===== config.mk =====
export PLATFORM = sky130hd
export DESIGN_NAME = flagpin_bank
export DESIGN_NICKNAME = d
export VERILOG_FILES = /design/src/rtl/flagpin_pkg.sv /design/src/rtl/flagpin_sync.sv /design/src/rtl/flagpin_regs.sv /design/src/rtl/flagpin_detect.sv /design/src/rtl/flagpin_bank.sv
export SDC_FILE = /design/constraint.sdc
export NUM_CORES = 1
export LEC_CHECK = 0
export ABC_AREA = 1
export BUFFER_PORTS_ARGS = -buffer_cell sky130_fd_sc_hd__buf_4
export CORE_ASPECT_RATIO = 0.9
export CORE_MARGIN = 1
export CORE_UTILIZATION = 58
export CTS_BUF_LIST = sky130_fd_sc_hd__clkbuf_8
export DETAILED_ROUTE_END_ITERATION = 10
export PLACE_DENSITY_LB_ADDON = 0.2
export SLEW_MARGIN = 5
export SYNTH_ARGS = -nofsm -noshare
export SYNTH_HDL_FRONTEND = slang
export SYNTH_SLANG_ARGS = --single-unit

===== constraint.sdc =====
create_clock -name clk -period 2.9 [get_ports clk]
set_input_delay 0.87 -clock clk [delete_from_list [all_inputs] [get_ports clk]]
set_output_delay 0.87 -clock clk [all_outputs]
set_load 0.05 [all_outputs]

===== src/rtl/flagpin_pkg.sv =====
package flagpin_pkg;
   localparam int REG_AW = 4;

   typedef enum logic [REG_AW-1:0] {
      A_DIR   = 4'h0,
      A_SENSE = 4'h1,
      A_DSET  = 4'h2,
      A_DCLR  = 4'h3,
      A_IESET = 4'h4,
      A_IECLR = 4'h5,
      A_EDGE  = 4'h6,
      A_BOTH  = 4'h7,
      A_PEND  = 4'h8
   } reg_e;
endpackage


===== src/rtl/flagpin_sync.sv =====
module flagpin_sync #(
   parameter int N      = 16,
   parameter int STAGES = 2
) (
   input  logic         clk,
   input  logic         rst,
   input  logic [N-1:0] d,
   output logic [N-1:0] q
);
   logic [N-1:0] stg [STAGES];

   generate
      for (genvar s = 0; s < STAGES; s++) begin : g_stage
         if (s == 0) begin : g_first
            always_ff @(posedge clk) begin
               if (rst) stg[s] <= '0;
               else     stg[s] <= d;
            end
         end else begin : g_rest
            always_ff @(posedge clk) begin
               if (rst) stg[s] <= '0;
               else     stg[s] <= stg[s-1];
            end
         end
      end
   endgenerate

   assign q = stg[STAGES-1];
endmodule


===== src/rtl/flagpin_regs.sv =====
module flagpin_regs
   import flagpin_pkg::*;
#(
   parameter int N = 16
) (
   input  logic         clk,
   input  logic         rst,
   input  logic         wen,
   input  reg_e         waddr,
   input  logic [N-1:0] wmask,
   output logic [N-1:0] dir_q,
   output logic [N-1:0] dat_q,
   output logic [N-1:0] ie_q,
   output logic [N-1:0] edg_q,
   output logic [N-1:0] both_q
);
   always_ff @(posedge clk) begin
      if (rst) begin
         dir_q  <= '0;
         dat_q  <= '0;
         ie_q   <= '0;
         edg_q  <= '0;
         both_q <= '0;
      end else if (wen) begin
         case (waddr)
            A_DIR:   dir_q  <= wmask;
            A_DSET:  dat_q  <= dat_q | wmask;
            A_DCLR:  dat_q  <= dat_q & ~wmask;
            A_IESET: ie_q   <= ie_q | wmask;
            A_IECLR: ie_q   <= ie_q & ~wmask;
            A_EDGE:  edg_q  <= wmask;
            A_BOTH:  both_q <= wmask;
            default: ;
         endcase
      end
   end
endmodule


===== src/rtl/flagpin_detect.sv =====
module flagpin_detect #(
   parameter int N = 16
) (
   input  logic         clk,
   input  logic         rst,
   input  logic [N-1:0] sense,
   input  logic [N-1:0] edg,
   input  logic [N-1:0] both,
   input  logic [N-1:0] clr,
   output logic [N-1:0] lat,
   output logic [N-1:0] pend
);
   logic [N-1:0] prev_q;
   logic [N-1:0] lat_q;

   generate
      for (genvar i = 0; i < N; i++) begin : g_pin
         logic rise, fall, hit;
         assign rise = sense[i] & ~prev_q[i];
         assign fall = ~sense[i] & prev_q[i];
         assign hit  = edg[i] & (rise | (both[i] & fall));

         always_ff @(posedge clk) begin
            if (rst) begin
               prev_q[i] <= 1'b0;
               lat_q[i]  <= 1'b0;
            end else begin
               prev_q[i] <= sense[i];
               lat_q[i]  <= (lat_q[i] | hit) & ~clr[i];
            end
         end

         assign pend[i] = edg[i] ? lat_q[i] : sense[i];
      end
   endgenerate

   assign lat = lat_q;
endmodule


===== src/rtl/flagpin_bank.sv =====
module flagpin_bank
   import flagpin_pkg::*;
#(
   parameter int N           = 16,
   parameter int DW          = 32,
   parameter int AW          = 4,
   parameter int SYNC_STAGES = 2
) (
   input  logic          clk,
   input  logic          rst,
   input  logic          bus_sel,
   input  logic          bus_we,
   input  logic [AW-1:0] bus_addr,
   input  logic [DW-1:0] bus_wdata,
   output logic [DW-1:0] bus_rdata,
   input  logic [N-1:0]  pad_in,
   output logic [N-1:0]  pad_out,
   output logic [N-1:0]  pad_oe,
   output logic          irq
);
   generate
      if (N < 1 || N > DW) begin : g_bad_n
         $error("flagpin_bank: N must lie in 1..DW");
      end
      if (AW < REG_AW) begin : g_bad_aw
         $error("flagpin_bank: AW too small for the register map");
      end
      if (SYNC_STAGES < 2) begin : g_bad_sync
         $error("flagpin_bank: at least two synchronizer stages");
      end
   endgenerate

   logic         addr_hit;
   reg_e         ra;
   logic         wen;
   logic [N-1:0] wmask;
   logic [N-1:0] dir_q, dat_q, ie_q, edg_q, both_q;
   logic [N-1:0] pad_sync, sense, clr_mask, pend, edge_lat;
   logic [N-1:0] rd_n;

   generate
      if (AW > REG_AW) begin : g_hi_dec
         assign addr_hit = (bus_addr[AW-1:REG_AW] == '0);
      end else begin : g_no_hi
         assign addr_hit = 1'b1;
      end
   endgenerate

   assign ra    = reg_e'(bus_addr[REG_AW-1:0]);
   assign wen   = bus_sel & bus_we & addr_hit;
   assign wmask = bus_wdata[N-1:0];

   flagpin_regs #(.N(N)) u_regs (
      .clk    (clk),
      .rst    (rst),
      .wen    (wen),
      .waddr  (ra),
      .wmask  (wmask),
      .dir_q  (dir_q),
      .dat_q  (dat_q),
      .ie_q   (ie_q),
      .edg_q  (edg_q),
      .both_q (both_q)
   );

   flagpin_sync #(.N(N), .STAGES(SYNC_STAGES)) u_sync (
      .clk (clk),
      .rst (rst),
      .d   (pad_in),
      .q   (pad_sync)
   );

   assign sense    = (dir_q & dat_q) | (~dir_q & pad_sync);
   assign clr_mask = (wen && ra == A_PEND) ? wmask : '0;

   flagpin_detect #(.N(N)) u_det (
      .clk   (clk),
      .rst   (rst),
      .sense (sense),
      .edg   (edg_q),
      .both  (both_q),
      .clr   (clr_mask),
      .lat   (edge_lat),
      .pend  (pend)
   );

   always_comb begin
      rd_n = '0;
      if (bus_sel && addr_hit) begin
         case (ra)
            A_DIR:            rd_n = dir_q;
            A_SENSE:          rd_n = sense;
            A_DSET, A_DCLR:   rd_n = dat_q;
            A_IESET, A_IECLR: rd_n = ie_q;
            A_EDGE:           rd_n = edg_q;
            A_BOTH:           rd_n = both_q;
            A_PEND:           rd_n = pend;
            default:          rd_n = '0;
         endcase
      end
      bus_rdata        = '0;
      bus_rdata[N-1:0] = rd_n;
   end

   assign pad_out = dat_q;
   assign pad_oe  = dir_q;
   assign irq     = |(pend & ie_q);
endmodule


==> flow_metrics.tcl <==
set metrics [dict create \
    timing.slew.headroom 0.551 \
    fin_crit_sh 1.00 \
    top_usage_layer "met2" \
    clock-root-buffer "clkbuf_8" \
    mostFrequentLayoutCell "nand2_1" \
    worstPathArrival_ns 2.03 \
    worst_pin_slew_ns 0.674 \
    wl_per_cell_um 14.8 \
    die_w_um 115 \
    die_h_um 104 \
    hold_class "flip-flop to flip-flop" \
    routed_wirelength_um 18700 \
    ys_seq_area_frac 0.429 \
    multi_input_area_mm2 0.00317 \
    antenna_found_initial 0 \
    layout-drive-gt1-share 0.195 \
    whs_path_depth 2 \
    r2r_slack_ns 1.67 \
    hp-start "u_sync.stg[0][3]" \
    firstDrtPassIters 7 \
    antenna_cells 0 \
    path_clk_slew_ns 0.07 \
    grt_use_total 0.321 \
    cellPowerDensity_mw_per_mm2 493 \
    max_cap_viol_count 0 \
    netlist_area_mm2 0.00672 \
    violations "negative setup slack" \
    cts.sinks 144 \
    cp.required_ns 2.03 \
    ant_nets 0 \
    cts_hold_buf 0 \
    outcome "finished, violations left" \
    timing.fmax_mhz 345 \
    use_met3 0.0583 \
    setup_ws_ns -0.000862 \
    min_period_ns 2.90 \
    num_io_pins 121 \
    die-area_mm2 0.0120 \
    timing.rr.end "u_det.lat[15]" \
    final_util 0.764 \
    fillCellCount 862 \
    yosysWarnings 0 \
    critPathLaunchType "input port" \
    synth.ff_latch_count 144 \
    startpoint "bus_addr[2]" \
    grt_pass1_wl_um 29600 \
    initial_core_util 0.609 \
    area_growth_pct 25.4 \
    numCtsBuffers 17 \
    cts_tree "done" \
    hold_violations 0 \
    syn_avg_cell_area_um2 6.78 \
    core_mm2 0.0110 \
    place.gp.congestion 0.912 \
    rsz0062_at_grt "true" \
    grt_use_met1 0.433 \
    fin_nets 1159 \
    worstHoldEndpoint "u_sync.stg[1][3]" \
    peakVddDrop_v 0.000376 \
    ys_types 25 \
    power_mw 4.15 \
    worstPathMaxFanout 5 \
    skew_ns 0.0109 \
    clockBufferDepth 2 \
    grt_pass1_vias 6044 \
    htree_levels 4 \
    setup-violations-final 2 \
    p_leak_nw 3.55 \
    ff2ff_path_depth 5 \
    dr.first_iter.drc_count 680 \
    grt.overflow.total 0 \
    use_met2 0.512 \
    critPathKind "input port to primary output" \
    grt_max_degree 75 \
    viasPerCell 5.34 \
    dp.final_hpwl_um 12500 \
    drc_errors 0 \
    row_count 36 \
    slew_viol_final 0 \
    num_vias 6767 \
    regArea_mm2 0.00288 \
    timing.setup.tns_ns -0.000975 \
    final_cell_mix "nand2_1 (183), dfxtp_1 (144), inv_1 (134), buf_4 (102), nor2_1 (97)" \
    end_kind "primary output" \
    clock_latency_ns 0.46 \
    place_ws_ns -0.233 \
    syn_inst 992 \
    portBuffers 88 \
]
kinds of logic (layout without fill, tap and decap cells):
kind of cell	count (synthesis)	after routing	synth area share
AO/OA/AOI/OAI	202	202	0.154
buffers and inverters	201	309	0.129
flip-flops	144	144	0.429
other	1	16	0.000558
AND/OR/NAND/NOR	444	444	0.287
per-layer routing:
layer,routed length [um],vias to the layer above
li1,-,3345
met1,8140,3051
met2,8630,319
met3,1450,52
met4,492,0
met5,0,-
metrics by stage:
step,area [um^2],cells,hold WS (ns)
after global placement,7720,1230,0.389
after global routing,8430,1267,0.415
after detailed placement,7720,1230,0.395
final,8430,1267,0.404
after CTS,8240,1264,0.405
after floorplan,6830,1007,0.388
layout make-up:
class                   count  area share
well taps                 152      0.0226
inverters                 146      0.0665
multi-input cells         662       0.376
repair buffers            132       0.143
flip-flops and latches    144       0.342
clock inverters            12      0.0187
clock buffers              19      0.0310
worst max path at each step:
stage | end | slack [ns] | cells past startpoint
floorplan | bus_rdata[2] | -0.06 | 6
global placement | bus_rdata[0] | -0.22 | 11
detailed placement | bus_rdata[0] | -0.23 | 11
CTS | bus_rdata[13] | 0.002 | 12
global route | bus_rdata[10] | -0.07 | 12
finish | bus_rdata[10] | -0.0009 | 12
timing repair:
action | CTS | global route
cloned | 0 | 1
endpoints found under the setup margin | 16 | 16
setup buffers | 3 | 2
pin swaps | 3 | 13
gates resized for setup | 22 | 47
hold endpoints to repair | 0 | 0
worst max-delay path, cell delays in order:
cell     delay, ns
buf_12        0.11
nor2_4        0.16
nand2_2       0.10
inv_4         0.11
buf_12        0.14
nand2_4       0.04
nand2_2       0.07
nor2_2        0.03
nand2_1       0.08
nor2_2        0.05
nor2_4        0.12
buf_8         0.15
power by group:
| part | internal, mW | total [mW] | switching (mW) |
|---|---|---|---|
| clock network | 0.897 | 1.69 | 0.788 |
| registers | 2.02 | 2.04 | 0.0218 |
| logic | 0.138 | 0.427 | 0.289 |
Yosys cell counts, drive strengths merged:
library cell / number / area share
clkinv: 1 / 0.00056
o211ai: 10 / 0.011
nand3: 80 / 0.061
conb: 1 / 0.00056
o21ai: 96 / 0.071
nor2: 120 / 0.071
nor3: 33 / 0.029
buf: 35 / 0.037
inv: 145 / 0.081
dfxtp: 144 / 0.43
clkbuf: 20 / 0.011
and2: 16 / 0.015
a21oi: 96 / 0.071
nand2: 194 / 0.11
nand4: 1 / 0.00093
Power figures use the tool's default switching activity.
